## src/rtl/i2c_rx_ack_pkg.sv

```systemverilog
package i2c_rx_ack_pkg;

  localparam int CTL_WR_W = 4;
  localparam int CTL_RD_W = 8;

  localparam int FLD_ACK_VAL = 0;
  localparam int FLD_ACK_EN  = 1;
  localparam int FLD_EARLY   = 2;
  localparam int FLD_WAIT    = 3;
  localparam int FLD_ACK_RX  = 4;

  typedef struct packed {
    logic sclRise;
    logic sclFall;
    logic lastDataRise;
    logic ackRise;
    logic lastDataFall;
    logic ackFall;
    logic startSeen;
    logic stopSeen;
  } lineEvt_t;

endpackage

```

## src/rtl/i2c_rx_ack_dp.sv

```systemverilog
module i2c_rx_ack_dp
  import i2c_rx_ack_pkg::*;
#(
  parameter int DATA_W = 8
) (
  input  logic              clk,
  input  logic              rstN,
  input  logic              sclIn,
  input  logic              sdaIn,
  input  logic              rxMode,
  output lineEvt_t          evt,
  output logic [DATA_W-1:0] rxData,
  output logic              ackRcvd
);

  localparam int CNT_W = $clog2(DATA_W + 2);
  localparam logic [CNT_W-1:0] LAST_DATA = CNT_W'(DATA_W - 1);
  localparam logic [CNT_W-1:0] ACK_POS   = CNT_W'(DATA_W);
  localparam logic [CNT_W-1:0] AFTER_ACK = CNT_W'(DATA_W + 1);

  logic             sclPrev;
  logic             sdaPrev;
  logic [CNT_W-1:0] bitCnt;
  logic [DATA_W-2:0] shiftReg;

  always_ff @(posedge clk) begin
    if (!rstN) begin
      sclPrev <= 1'b1;
      sdaPrev <= 1'b1;
    end else begin
      sclPrev <= sclIn;
      sdaPrev <= sdaIn;
    end
  end

  always_comb begin
    evt.sclRise      = sclIn & ~sclPrev;
    evt.sclFall      = ~sclIn & sclPrev;
    evt.startSeen    = sclIn & sclPrev & sdaPrev & ~sdaIn;
    evt.stopSeen     = sclIn & sclPrev & ~sdaPrev & sdaIn;
    evt.lastDataRise = evt.sclRise & (bitCnt == LAST_DATA);
    evt.ackRise      = evt.sclRise & (bitCnt == ACK_POS);
    evt.lastDataFall = evt.sclFall & (bitCnt == ACK_POS);
    evt.ackFall      = evt.sclFall & (bitCnt == AFTER_ACK);
  end

  // bit counter: counts rising edges of the current byte, R10
  always_ff @(posedge clk) begin
    if (!rstN) begin
      bitCnt <= '0;
    end else if (evt.startSeen || evt.stopSeen || evt.ackFall) begin
      bitCnt <= '0;
    end else if (evt.sclRise && (bitCnt != AFTER_ACK)) begin
      bitCnt <= bitCnt + 1'b1;
    end
  end

  always_ff @(posedge clk) begin
    if (!rstN) begin
      shiftReg <= '0;
      rxData   <= '0;
      ackRcvd  <= 1'b0;
    end else begin
      if (evt.sclRise && (bitCnt < ACK_POS)) begin
        shiftReg <= {shiftReg[DATA_W-3:0], sdaIn};
      end
      if (evt.lastDataRise && rxMode) begin
        rxData <= {shiftReg, sdaIn};
      end
      if (evt.ackRise && !rxMode) begin
        ackRcvd <= sdaIn;
      end
    end
  end

endmodule

```

## src/rtl/i2c_rx_ack_ctl.sv

```systemverilog
module i2c_rx_ack_ctl
  import i2c_rx_ack_pkg::*;
(
  input  logic                clk,
  input  logic                rstN,
  input  lineEvt_t            evt,
  input  logic                rxMode,
  input  logic                ctlWr,
  input  logic [CTL_WR_W-1:0] ctlWrData,
  input  logic                dataRd,
  output logic                ackVal,
  output logic                ackWrEn,
  output logic                earlyFlag,
  output logic                waitEn,
  output logic                rxReady,
  output logic                sclPullLow,
  output logic                sdaPullLow
);

  logic ackAccept;
  logic ackSlot;
  logic holdEarly;
  logic holdWait;
  logic flagSet;

  assign ackAccept = ctlWr & ackWrEn;
  assign flagSet   = rxMode & (earlyFlag ? evt.lastDataRise : evt.ackRise);

  // control register with guarded acknowledge value, R2
  always_ff @(posedge clk) begin
    if (!rstN) begin
      ackVal    <= 1'b0;
      ackWrEn   <= 1'b0;
      earlyFlag <= 1'b0;
      waitEn    <= 1'b0;
    end else if (ctlWr) begin
      ackWrEn   <= ctlWrData[FLD_ACK_EN];
      earlyFlag <= ctlWrData[FLD_EARLY];
      waitEn    <= ctlWrData[FLD_WAIT];
      if (ackWrEn) begin
        ackVal <= ctlWrData[FLD_ACK_VAL];
      end
    end
  end

  always_ff @(posedge clk) begin
    if (!rstN) begin
      rxReady <= 1'b0;
    end else if (flagSet) begin
      rxReady <= 1'b1;
    end else if (dataRd) begin
      rxReady <= 1'b0;
    end
  end

  always_ff @(posedge clk) begin
    if (!rstN) begin
      ackSlot <= 1'b0;
    end else if (evt.startSeen || evt.stopSeen || evt.ackFall) begin
      ackSlot <= 1'b0;
    end else if (evt.lastDataFall && rxMode) begin
      ackSlot <= 1'b1;
    end
  end

  always_ff @(posedge clk) begin
    if (!rstN) begin
      holdEarly <= 1'b0;
      holdWait  <= 1'b0;
    end else begin
      if (evt.lastDataFall && rxMode && earlyFlag) begin
        holdEarly <= 1'b1;
      end else if (ackAccept || evt.stopSeen) begin
        holdEarly <= 1'b0;
      end
      if (evt.ackFall && rxMode && waitEn) begin
        holdWait <= 1'b1;
      end else if (dataRd || evt.stopSeen) begin
        holdWait <= 1'b0;
      end
    end
  end

  assign sclPullLow = holdEarly | holdWait;
  assign sdaPullLow = ackSlot & ~ackVal;

endmodule

```

## src/rtl/i2c_rx_ack_stretch.sv

```systemverilog
module i2c_rx_ack_stretch
  import i2c_rx_ack_pkg::*;
#(
  parameter int DATA_W = 8
) (
  input  logic                clk,
  input  logic                rstN,
  input  logic                sclIn,
  input  logic                sdaIn,
  input  logic                rxMode,
  input  logic                ctlWr,
  input  logic [CTL_WR_W-1:0] ctlWrData,
  input  logic                dataRd,
  output logic [CTL_RD_W-1:0] ctlRdData,
  output logic [DATA_W-1:0]   rxData,
  output logic                rxReady,
  output logic                sclPullLow,
  output logic                sdaPullLow
);

  lineEvt_t evt;
  logic     ackRcvd;
  logic     ackVal;
  logic     ackWrEn;
  logic     earlyFlag;
  logic     waitEn;

  i2c_rx_ack_dp #(.DATA_W(DATA_W)) u_dp (
    .clk     (clk),
    .rstN    (rstN),
    .sclIn   (sclIn),
    .sdaIn   (sdaIn),
    .rxMode  (rxMode),
    .evt     (evt),
    .rxData  (rxData),
    .ackRcvd (ackRcvd)
  );

  i2c_rx_ack_ctl u_ctl (
    .clk        (clk),
    .rstN       (rstN),
    .evt        (evt),
    .rxMode     (rxMode),
    .ctlWr      (ctlWr),
    .ctlWrData  (ctlWrData),
    .dataRd     (dataRd),
    .ackVal     (ackVal),
    .ackWrEn    (ackWrEn),
    .earlyFlag  (earlyFlag),
    .waitEn     (waitEn),
    .rxReady    (rxReady),
    .sclPullLow (sclPullLow),
    .sdaPullLow (sdaPullLow)
  );

  always_comb begin
    ctlRdData              = '0;
    ctlRdData[FLD_ACK_VAL] = ackVal;
    ctlRdData[FLD_ACK_EN]  = ackWrEn;
    ctlRdData[FLD_EARLY]   = earlyFlag;
    ctlRdData[FLD_WAIT]    = waitEn;
    ctlRdData[FLD_ACK_RX]  = ackRcvd;
  end

endmodule

```

## config.mk

```make
export PLATFORM = sky130hd
export DESIGN_NAME = i2c_rx_ack_stretch
export DESIGN_NICKNAME = d
export VERILOG_FILES = /design/src/rtl/i2c_rx_ack_pkg.sv /design/src/rtl/i2c_rx_ack_dp.sv /design/src/rtl/i2c_rx_ack_ctl.sv /design/src/rtl/i2c_rx_ack_stretch.sv
export SDC_FILE = /design/constraint.sdc
export NUM_CORES = 1
export LEC_CHECK = 0
export BUFFER_PORTS_ARGS = -buffer_cell sky130_fd_sc_hd__buf_4
export CORE_AREA = 2 2 54 68
export DETAILED_ROUTE_END_ITERATION = 10
export DIE_AREA = 0 0 56 70
export PLACE_DENSITY_LB_ADDON = 0.2
export RECOVER_POWER = 100
export SLEW_MARGIN = 5
export SYNTH_ARGS = -nofsm -noshare
export SYNTH_HDL_FRONTEND = slang
export SYNTH_HIERARCHICAL = 1
export SYNTH_SLANG_ARGS = --single-unit
```

## constraint.sdc

```tcl
create_clock -name clk -period 1.3 [get_ports clk]
set_clock_uncertainty 0.2 [all_clocks]
set_input_delay 0.13 -clock clk [delete_from_list [all_inputs] [get_ports clk]]
set_output_delay 0.13 -clock clk [all_outputs]
set_load 0.01 [all_outputs]
```

==> results of run 1 <==
## layer usage
layer	vias up	part of all wire (%)	GRT usage, %
met5	-	0	0
met4	0	1.5	9.26
met3	7	3.5	5.19
met2	27	54	36.6
met1	681	41	24.1
li1	688	-	-
## worst min-delay path by stage
stage	slack [ps]	endpoint	from	cells past startpoint
after floorplan	3	u_dp/sclPrev	rstN	1
after global routing	40	u_dp/sclPrev	rstN	3
after CTS	30	u_dp/bitCnt[0]	sclIn	3
after global placement	190	u_ctl/ackWrEn	ctlWrData[1]	3
after detailed placement	200	u_ctl/waitEn	ctlWrData[3]	3
final	40	u_dp/sclPrev	rstN	3
## worst max-delay path, delay by kind of cell (launching register included)
| family | cells | cell delay, ps |
|---|---|---|
| compound gates | 1 | 150 |
| fa+ha+maj | 1 | 150 |
| buf+inv | 1 | 80 |
| flops | 1 | 360 |
| simple gates | 2 | 460 |
## power by group
group          internal (mW)  total (mW)  switching, mW
registers              0.928       0.946         0.0175
clock network          0.358       0.704          0.346
logic                  0.123       0.240          0.117
total                   1.41        1.89          0.481
## per-stage QoR
stage / utilization, % / area, um2
after floorplan: - / 1550
after global placement: 52.6 / 1770
after detailed placement: 52.6 / 1770
after CTS: 60.7 / 2040
after global routing: 63.2 / 2120
final: 63.2 / 2120
## repair_timing
item	CTS	global route
endpoints found under the hold margin	8	0
hold buffers	9	0
gates resized for setup	25	31
pin swaps	10	16
setup endpoints to repair	25	26
buffers inserted	3	5
gates cloned	2	0
## placed cells by master, fill, tap and decap left out, drive strengths merged, types with 5 or more instances in the layout
cell type,count
dlygate4sd3,9
nor2,5
o21ai,18
nor2b,6
clkbuf,21
nand3,11
nand2,13
nand3b,8
dfxtp,30
buf,32
nand2b,5
a21oi,19
## final cells by class
cell class	count	area, um2
clock buffers	5	68.8
multi-input cells	121	955
flip-flops and latches	30	618
inverters	3	13.8
clock inverters	2	10.0
well taps	39	48.8
repair buffers	57	410
fillers	306	1240
==> out/results.txt, run 1 <==
final setup violating endpoints: 23
Nets: 232
MaxCap Viol Count: 0
top flop regs: u_dp/rxData x8, u_dp/shiftReg x7, u_dp/bitCnt x4
IO Port Bufs: 26
DR pass1 iterations: 4
syn_area_per_cell: 9.03 um2
full die area: 0.00392 mm2
post-route setup TNS: -1790 ps
critical path cell sequence: inv_4 -> ha_4 -> nand3b_4 -> or3_4 -> a31oi_4
global-route wire length before repair: 6.47 mm
total power: 1.89 mW
WS Path Type: flop to flop
H-tree levels: 2
worst endpoint required time: 1300 ps
synthesis-to-finish area growth: 41.7%
Via Count: 1,403
Skew-Pair Late Insertion Delay: 280 ps
post-route ant nets: 0
initial core utilization: 44.6%
Yosys warnings: 6
Root Driver: clkbuf_8
crit path launch type: flop
Num CTS Buffers: 5
FF-to-FF setup slack: -180 ps
path depth of the worst reg2reg path: 5
Slowest-stage cell, CP: dfxtp_4
RR Startpoint: u_dp/bitCnt[1]
Max clock buf depth: 2
Core Box Area: 0.00336 mm2
placed cells: 231
leakage power: 0.832 nW
n_diodes: 0
Worst VDD drop: 678 uV
die width: 56 um
gate count after technology mapping: 166
initial antenna violation count: 0
f_max: 0.677 GHz
RePlAce Congestion: 0.836
I/O pins: 30
HP Class: input port to flop
Mapped Area: 0.00150 mm2
Setup crit end: u_dp/bitCnt[0]
max incr delay on CP: 360 ps
row count: 24
Global Route Usage Sum: 21.1%
Tcrit/Tclk final: 114%
largest fanout on the critical path: 6
CP arrival: 1480 ps
Pwr Density: 890 mW/mm2
die height: 70 um
layout cells sized above 1: 39.9%
max FFs per register: 8
Clock transition at path regs: 60 ps
drt wl/cell: 15.8 um
final WL: 4.05 mm
largest net degree at the start of global routing: 17
Starting DRT DRC Count: 34
min Tclk post-route: 1480 ps
# clock sinks: 30
vias in the first global route: 1,401
DP HPWL: 2.54 mm
failing checks: setup timing
Fin Hold WS: 40.2 ps
setup ws final: -177 ps
Worst Setup SP: u_dp/bitCnt[1]
RSZ-0062 raised after global routing: yes
grt ovf: 0
Critical Path End Type: flop
Biggest register: u_dp/rxData
Slew Limit Fails: 0
outcome: finished with violations
Vias/cell: 5.46
worst slack at placement: -136 ps
DRC viols: 0
r2r endpoint: u_dp/bitCnt[0]
final number of hold-violating endpoints: 0
CTS tree: built
Layout Cells excl Fill: 257
Power figures use the tool's default switching activity.
==> run 2, diff against run 1 <==
ABC_AREA = 1   (was unset)
CORE_AREA = 2 2 53 67   (was 2 2 54 68)
DIE_AREA = 0 0 55 69   (was 0 0 56 70)
==> out/results.txt, run 2 <==
Tcrit/Tclk final: 107% (-6.1 points)
setup ws final: -97.0 ps (+79.7 ps)
delay-heaviest family, CP: flip-flops
Core Box Area: 0.00317 mm2 (-5.9%)
max incr delay on CP: 380 ps (+20 ps)
post-route setup TNS: -731 ps (+1060 ps)
CP arrival: 1410 ps (-70 ps)
DP HPWL: 2.04 mm (-20%)
Yosys warnings: 6 (unchanged)
Starting DRT DRC Count: 10 (-71%)
final setup violating endpoints: 16 (-30%)
full die area: 0.00380 mm2 (-3.2%)
syn_area_per_cell: 6.97 um2 (-23%)
post-synth top area cell: dfxtp_1
Mapped Area: 0.00146 mm2 (-2.8%)
# clock sinks: 30 (unchanged)
fin area: 0.00197 mm2 (-7.4%)
Post-synth EDFFs: 0
critical path cell sequence: ha_4 -> nand3_4 -> nor2_4 -> buf_6 -> inv_2 -> nand2_1 -> nand3_2 -> a21oi_2
Sw Share: 24.4% (-1.0 points)
crit path launch type: flop
sequential cell area fraction in the yosys report: 41.2%
Root Driver: clkbuf_8
largest net degree at the start of global routing: 21 (+4)
Biggest register: u_dp/rxData
vias in the first global route: 1,257 (-10%)
Global Route Usage Sum: 17.9% (-3.2 points)
outcome: finished with violations
gate count after technology mapping: 209 (+26%)
MaxCap Viol Count: 0 (unchanged)
initial antenna violation count: 0 (unchanged)
final WL: 3.09 mm (-24%)
min Tclk post-route: 1400 ps (-79.7 ps)
Slowest-stage cell, CP: dfxtp_4
DRC viols: 0 (unchanged)
Async SR Flop Fraction: 0%
IO Port Bufs: 26 (unchanged)
Area after DPL: 0.00170 mm2 (-4.0%)
top-count cell post-synth: nand2_1
largest fanout on the critical path: 5 (-1)
synthesis-to-finish area growth: 34.9%
initial core utilization: 46.0% (+1.5 points)
drt wl/cell: 10.5 um (-34%)
Via Count: 1,376 (-1.9%)
Worst VDD drop: 726 uV (+7.1%)
top flop regs: u_dp/rxData x8, u_dp/shiftReg x7, u_dp/bitCnt x4
global-route wire length before repair: 5.08 mm (-21%)
WS Path Type: flop to flop
CTS tree: built
Seq pwr share: 49.7% (-0.3 points)
max FFs per register: 8 (unchanged)
Crit path buffers/inverters: 2 (+1)
Critical Path End Type: flop
leakage power: 0.876 nW (+5.3%)
clock power share: 39.8% (+2.5 points)
commonest non-fill, non-tap cell in the layout: nand2_1
final core occ: 62.1% (-1.0 points)
P_int: 1.45 mW (+3.1%)
commonest cells in the netlist: nand2_1 (39), inv_1 (31), dfxtp_1 (30)
post-route ant nets: 0 (unchanged)
post-synth top area share: 41.2%
Pwr Density: 978 mW/mm2 (+9.9%)
Slew Limit Fails: 0 (unchanged)
worst endpoint required time: 1310 ps (about the same)
n_diodes: 0 (unchanged)
Vias/cell: 4.66 (-15%)
synth top area cells: dfxtp_1 (41%), nand2_1 (10%), inv_1 (8.0%)
post-synthesis register bit count: 30
synth unique cells: 21
H-tree levels: 2 (unchanged)
Main synth FF type: dfxtp_1
Nets: 271 (+17%)
Num CTS Buffers: 5 (unchanged)
die height: 69 um (-1.4%)
RSZ-0062 raised after global routing: yes
I/O pins: 30 (unchanged)
HP Class: input port to flop
commonest non-fill, non-tap cells in the layout: nand2_1 (36), inv_1 (29), dfxtp_1 (26)
grt ovf: 0 (unchanged)
Net Switching: 0.470 mW (-2.3%)
row count: 23 (-4.2%)
die width: 55 um (-1.8%)
total power: 1.92 mW (+1.7%)
Gate power share: 10.5% (-2.2 points)
RePlAce Congestion: 0.850 (+1.7%)
layout cells sized above 1: 23.6% (-16 points)
Skew-Pair Late Insertion Delay: 280 ps (about the same)
DR pass1 iterations: 4 (unchanged)
Max clock buf depth: 2 (unchanged)
Clock transition at path regs: 60 ps (about the same)
failing checks: setup timing
f_max: 0.716 GHz (+5.7%)
final number of hold-violating endpoints: 0 (unchanged)
run 2: routing by layer:
layer  track usage [%]  part of all wire (%)  up-vias
li1                  -                     -      739
met1              21.6                    45      609
met2              28.7                    49       22
met3              4.55                   4.2        6
met4              7.86                   1.8        0
met5                 0                     0        -
run 2: cell type report:
class                   count  area [um2]
multi-input cells         133         718
inverters                  34         130
clock buffers               7        86.3
clock inverters             1        5.00
flip-flops and latches     30         613
repair buffers             53         368
fillers                   302        1200
well taps                  37        46.3
run 2: cell families after synthesis:
logic type | share of synthesized area (%)
AOI/OAI and AO/OA | 12.2
adders and majority gates | 2.58
buffers and inverters | 15.8
DFF | 41.2
other | 0.257
and+or+nand+nor | 28.0
run 2: path summary, 6_finish.rpt:
| kind | from | to | slack [ps] | cells past startpoint |
|---|---|---|---|---|
| max | u_dp/bitCnt[0] | u_ctl/rxReady | -100 | 8 |
| min | rxMode | u_ctl/ackSlot | 30 | 3 |
| max reg2reg | u_dp/bitCnt[0] | u_ctl/rxReady | -100 | 8 |
| min reg2reg | u_dp/shiftReg[6] | u_dp/shiftReg[6] | 260 | 2 |
run 2: worst register-to-register path, cell delays in order (launching register included):
cell	delay (ps)
dfxtp_4	380
ha_4	150
nand3_4	70
nor2_4	130
buf_6	130
inv_2	30
nand2_1	60
nand3_2	60
a21oi_2	110
run 2: through the flow:
| step | hold WS [ps] | instances | setup slack [ps] |
|---|---|---|---|
| after global routing | 39.2 | 295 | -161 |
| after floorplan | 26.6 | 211 | -98.5 |
| after global placement | 145 | 269 | -89.0 |
| after detailed placement | 140 | 269 | -135 |
| final | 27.2 | 295 | -97.0 |
| after CTS | 45.9 | 293 | -64.3 |
run 2: power by group through the flow:
stage / registers [mW] / logic [mW] / clock network, mW
final: 0.955 / 0.202 / 0.766
after global routing: 0.959 / 0.227 / 0.824
after CTS: 0.957 / 0.202 / 0.789
after detailed placement: 0.977 / 0.170 / 0
after global placement: 0.977 / 0.169 / 0
after floorplan: 0.975 / 0.122 / 0
run 2: repair_timing:
action                                 CTS  global route
setup endpoints to repair               24            25
hold buffers                            10             0
setup buffers                            6             1
cloned                                   0             1
gates resized for setup                 16            16
endpoints found under the hold margin   15             0
pin swaps                                5             1
